==> src/rtl/line_zero_engine.sv <==
module line_zero_engine #(
  parameter int AW       = 32,
  parameter int MAX_LINE = 128,
  parameter int NARROW   = 32,
  parameter int INSN_BIT = 21
) (
  input  logic          clk,
  input  logic          rst_n,
  input  logic          cmd_valid,
  output logic          cmd_ready,
  input  logic [AW-1:0] cmd_addr,
  input  logic [31:0]   cmd_insn,
  input  logic [7:0]    line_bytes,
  input  logic          ovr_en,
  input  logic [31:0]   mode_word,
  input  logic [AW-1:0] resv_addr,
  output logic          resv_kill,
  output logic          st_valid,
  input  logic          st_ready,
  output logic [AW-1:0] st_addr,
  output logic [63:0]   st_data,
  output logic          busy
);
  localparam int BW     = $clog2(MAX_LINE / 8);
  localparam int LG_MAX = $clog2(MAX_LINE);
  localparam int LG_NAR = $clog2(NARROW);

  logic [2:0]    lg_cfg, lg_eff;
  logic          narrow, accept;
  logic [AW-1:0] mask, aligned, base_q;
  logic [BW:0]   n_beats;
  logic [BW-1:0] last_beat, idx_q, last_q;

  always_comb begin
    case (line_bytes)
      8'd32:   lg_cfg = 3'd5;
      8'd64:   lg_cfg = 3'd6;
      default: lg_cfg = 3'(LG_MAX);
    endcase
  end

  assign narrow    = ovr_en && !cmd_insn[INSN_BIT] && (mode_word[8:7] == 2'b01);
  assign lg_eff    = narrow ? 3'(LG_NAR) : lg_cfg;
  assign mask      = {AW{1'b1}} << lg_eff;
  assign aligned   = cmd_addr & mask;
  assign n_beats   = (BW+1)'(1) << (lg_eff - 3'd3);
  assign last_beat = BW'(n_beats - 1'b1);

  assign cmd_ready = !busy;
  assign accept    = cmd_valid && !busy;
  assign resv_kill = accept && ((resv_addr & mask) == aligned);

  always_ff @(posedge clk) begin
    if (!rst_n) begin
      busy   <= 1'b0;
      base_q <= '0;
      idx_q  <= '0;
      last_q <= '0;
    end else if (accept) begin
      busy   <= 1'b1;
      base_q <= aligned;
      idx_q  <= '0;
      last_q <= last_beat;
    end else if (busy && st_ready) begin
      if (idx_q == last_q) busy <= 1'b0;
      else                 idx_q <= idx_q + 1'b1;
    end
  end

  assign st_valid = busy;
  assign st_addr  = base_q + AW'({idx_q, 3'b000});
  assign st_data  = '0;
endmodule

==> config.mk <==
export PLATFORM = sky130hd
export DESIGN_NAME = line_zero_engine
export DESIGN_NICKNAME = d
export VERILOG_FILES = /design/src/rtl/line_zero_engine.sv
export SDC_FILE = /design/constraint.sdc
export NUM_CORES = 1
export LEC_CHECK = 0
export ABC_CLOCK_PERIOD_IN_PS = 1900
export BUFFER_PORTS_ARGS = -buffer_cell sky130_fd_sc_hd__buf_2
export CORE_ASPECT_RATIO = 0.7
export CORE_MARGIN = 2
export CORE_UTILIZATION = 30
export CTS_CLUSTER_SIZE = 28
export DETAILED_ROUTE_END_ITERATION = 10
export GPL_TIMING_DRIVEN = 0
export PLACE_DENSITY = 0.75
export SLEW_MARGIN = 15
export SYNTH_ARGS = -nofsm -noshare
export SYNTH_HDL_FRONTEND = slang
export SYNTH_SLANG_ARGS = --single-unit
==> constraint.sdc <==
create_clock -name clk -period 1.9 [get_ports clk]
set_clock_uncertainty 0.2 [all_clocks]
set_input_delay 0.095 -clock clk [delete_from_list [all_inputs] [get_ports clk]]
set_output_delay 0.095 -clock clk [all_outputs]
set_load 0.005 [all_outputs]
# Word-level counts from Yosys, hierarchy flattened
# Index checks and enable logic that the tools add are counted.
[totals] ff_bits=41 output_inout_bits=100 word_cells=36
[op_classes] addsub=4 eq_ne=5 shift=2 muxes=5 bitwise=4 reduce_logical=12
[op_table] operator="32-bit bitwise AND" count=2
[op_table] operator="32-bit by 7-bit adder with 32-bit output" count=1
[op_table] operator="32-bit == test" count=1
[op_table] operator="32-bit by 3-bit << shifter with 32-bit output, first input constant" count=1
[op_table] operator="8-bit by 6-bit == test with 1-bit output, second input constant" count=1
[op_table] operator="8-bit by 7-bit == test with 1-bit output, second input constant" count=1
[op_table] operator="1-bit logical AND" count=5
[op_table] operator="4-bit by 1-bit adder with 4-bit output, second input constant" count=1
[op_table] operator="4-bit == test" count=1
[op_table] operator="2-bit one-hot mux with 2 select lines" count=1
[op_table] operator="2-bit AND reduction" count=2
[op_table] operator="2-bit nonzero test" count=2
[op_table] operator="1-bit by 3-bit << shifter with 4-bit output, first input constant" count=1
[op_table] operator="4-bit by 1-bit subtractor with 4-bit output, second input constant" count=1
[op_table] operator="1-bit two-way mux" count=3
[op_table] operator="3-bit two-way mux" count=1
[op_table] operator="3-bit by 2-bit subtractor with 3-bit output, second input constant" count=1
[op_table] operator="2-bit by 1-bit == test with 1-bit output, second input constant" count=1
[op_table] operator="1-bit zero test" count=2
[op_table] operator="1-bit inverter" count=2
[op_table] operator="2-bit OR reduction" count=1

# Logic depth before layout (Yosys ltp)
[depth] word_depth=8 depth_mapped=7

# Least setup slack after synthesis
# Ideal clock, no wire load.
[synth_path] path_type="reg2out" from="register idx_q[1]" to="output port st_addr[24]" arrival_ps=1812 required_ps=1605 path_slack_ps=-207 path_stages_with_launch=8 n_path_buf=0 path_cell_list="dfxtp_1 > ha_1 > inv_1 > fa_1 > nand2b_1 > a21oi_2 > nand4_1 > xnor2_1"
[synth_between] elab_chain_len=1
[synth_lines] item="start, declared" line_no="32" rtl="logic [BW-1:0] last_beat, idx_q, last_q;"
[synth_lines] item="start signal, assigned" line_no="66" rtl="else idx_q <= idx_q + 1'b1;"
[synth_lines] item="32-bit by 7-bit adder with 32-bit output" line_no="71" rtl="assign st_addr = base_q + AW'({idx_q, 3'b000});"
[synth_lines] item="end, declared" line_no="20" rtl="output logic [AW-1:0] st_addr,"
# No other way between the ends.

# Worst setup path in the final report
# Same ends and word-level chain as after synthesis.

==> results_dict.tcl <==
set metrics [dict create \
    synth-seq-cells 37 \
    critPathMaxStageDelay_ns 0.36 \
    slowest_stage "dfxtp_4" \
    synth_flop_cell "dfxtp_1" \
    synth_commonest_cells "buf_4 (69), nand2_1 (69), dfxtp_1 (37)" \
    drt_wl_total_microns 9620 \
    maxSlewViolCount 0 \
    worstPathCellList "ha_4 > inv_2 > fa_2 > nand2b_4 > a21oi_4 > buf_12 > nand4_1 > xnor2_1 > buf_2" \
    cts_root_buf "clkbuf_16" \
    fin_crit_sh_pct 126 \
    grt.overflow.total 0 \
    num-nets-final 734 \
    path_class "flop to output port" \
    drt_iter0_drc 136 \
    place_inst 664 \
    cp-end-kind "output port" \
    cts_buffers 5 \
    synth_edf_count 0 \
    clockBufferDepth 2 \
    cp.arrival_ns 2.10 \
    grt_usage_pct 17.7 \
    die_w_microns 122 \
    ioPinCount 241 \
    num_rows 30 \
    final.setup.worst_slack_ns -0.495 \
    rsz0062_at_grt "yes" \
    initial_core_util_pct 30.6 \
    clkLatencyLatePin_ns 0.28 \
    outcome "finished, violations left" \
    coreArea_sq_um 9570 \
    fin_total_pwr_uw 2430 \
    hold_viol_final 0 \
    diodes 0 \
    die_area_sq_um 10600 \
    worst_pin_slew_ns 0.681 \
    syn-instance-count 368 \
    worst_ep_required_time_ns 1.60 \
    cts.reportedPaths.clkPinSlew_ns 0.06 \
    period_needed_ns 2.40 \
    dpl.hpwl_microns 7260 \
    grt_pass1_vias 2942 \
    antenna_found_initial 0 \
    final_cells 717 \
    htree_levels 2 \
    fmax_mhz 417 \
    path_max_fanout 8 \
    violations "negative setup slack" \
    die_h_microns 86.6 \
    relSlewSlack_pct 54.2 \
    async_flop_share_pct 0 \
    n_fill_cell 891 \
    maxCapViolCount 0 \
    post_synth_num_cell_types 40 \
    area_delta_synth_final_pct 60.7 \
    start_kind "flop" \
    drc_errors 0 \
    synth_top_area_share_pct 25.3 \
    drive_gt1_share_pct 41.8 \
    hold_class "primary input to flop" \
    port_buffers 102 \
    grt_pass1_wl_microns 14500 \
    syn_avg_cell_area_sq_um 7.95 \
    netlist.top_cell.by_area "dfxtp_1" \
    ys_warn_count 0 \
    setup_viol 25 \
    ant_nets 0 \
    synth_area_sq_um 2930 \
    firstDrtPassIters 5 \
    leakage_uw 0.00231 \
    synthTopCellsByArea "dfxtp_1 (25%), buf_4 (18%), xnor2_1 (9.0%), nand2_1 (8.8%), xor2_1 (8.7%)" \
    gp_congestion 0.877 \
    r2r_setup_slack_ns 0.10 \
    ir_worst_vdd_mv 0.374 \
    cts_tree "built" \
    p_per_area_nw_per_um2 517 \
    grt_max_degree 13 \
    wl_per_cell_microns 13.4 \
    yosysSeqAreaShare_pct 25.3 \
    routed_via_density 4.29 \
    vias 3073 \
    clock-sinks 37 \
]
## where the power goes
part | internal [uW] | total (uW) | leakage [uW] | switching, uW
Sequential | 814 | 866 | 0.000312 | 52.2
Clock | 655 | 980 | 0.0000831 | 325
Combinational | 315 | 585 | 0.00192 | 270
## sequential cells by signal, summed over array words and instances (netlist names)
signal / count
busy: 1
last_q: 4
base_q: 28
idx_q: 4
## kinds of logic after synthesis
kind of cell,Yosys count,share of synthesized area (%)
xor+xnor,59,17.7
mux,3,1.07
simple gates,130,21.8
compound gates,43,11.2
buf+inv,90,20.4
fa+ha+maj,5,2.39
other cells,1,0.128
flops,37,25.3
## layer usage
layer	vias to the layer above	GRT usage (%)	part of all wire (%)
met1	1400	23.5	43
met5	-	0	0
met2	133	28.6	46
met4	0	6.37	2.6
met3	18	3.68	8.5
li1	1522	-	-
## final cells by class
cell class,instances,area [sq um],area share (%)
plain buffers,80,571,12.1
repair buffers,147,936,19.9
clock inverters,2,37.5,0.798
multi-input cells,307,2040,43.5
well taps,128,160,3.41
inverters,10,37.5,0.798
clock buffers,6,139,2.95
flip-flops and latches,37,777,16.5
## final timing paths
path,from,endpoint,depth (start not counted)
hold / removal,st_ready,busy$_SDFFE_PN0P_,3
hold reg to reg,base_q[31]$_SDFFE_PN0P_,base_q[31]$_SDFFE_PN0P_,2
setup reg to reg,idx_q[2]$_SDFFE_PP0P_,idx_q[3]$_SDFFE_PP0P_,5
setup / recovery,idx_q[1]$_SDFFE_PP0P_,st_addr[24],9
## placed cells by master (no fill, tap or decap), types with 2 or more instances in the layout
cell type | synthesis | final
xnor2_1 | 30 | 20
a21oi_4 | 0 | 3
nor3_1 | 2 | 2
mux2i_1 | 2 | 2
dlygate4sd3_1 | 0 | 27
o21a_1 | 2 | 2
nand4_1 | 10 | 10
inv_1 | 10 | 9
nor2_1 | 8 | 8
conb_1 | 1 | 67
dfxtp_4 | 0 | 7
clkbuf_1 | 10 | 9
ha_4 | 0 | 2
buf_2 | 1 | 102
dfxtp_1 | 37 | 22
and2_1 | 4 | 3
a21boi_0 | 28 | 27
buf_4 | 69 | 85
xor2_1 | 29 | 28
clkbuf_16 | 0 | 5
nand3_1 | 17 | 15
nand2_1 | 69 | 69
nand2b_1 | 3 | 2
buf_6 | 0 | 3
nor4_1 | 7 | 6
dfxtp_2 | 0 | 8
xnor2_2 | 0 | 10
ha_1 | 4 | 2
and3_1 | 4 | 4
## stage by stage
step / cell area [sq um] / setup WS, ns / utilization, % / setup TNS [ns] / hold slack (ns)
after CTS: 4580 / -0.477 / 47.9 / -7.76 / 0.0157
after floorplan: 3190 / 0.0137 / - / 0 / 0.0399
after detailed placement: 3860 / -0.369 / 40.4 / -5.24 / 0.175
after global routing: 4700 / -0.579 / 49.1 / -10.19 / 0.0366
after global placement: 3860 / -0.346 / 40.4 / -4.72 / 0.176
final: 4700 / -0.495 / 49.1 / -8.19 / 0.0150
## worst max-delay path: cells and delay by family (launching register included)
kind / cells / cell delay [ns]
AOI/OAI and AO/OA: 1 / 0.16
xor gates and xnor gates: 1 / 0.23
adders and majority gates: 2 / 0.48
buffers and inverters: 3 / 0.34
DFF: 1 / 0.36
and+or+nand+nor: 2 / 0.25
## what timing repair did
| action | 4_1_cts | 5_1_grt |
|---|---|---|
| gates cloned | 1 | 0 |
| pin swaps | 11 | 14 |
| buffers inserted | 12 | 6 |
| endpoints found under the hold margin | 29 | 0 |
| hold buffers | 27 | 0 |
| setup endpoints to repair | 26 | 26 |
| resized for setup | 42 | 20 |
(Power assumes the default switching activity.)
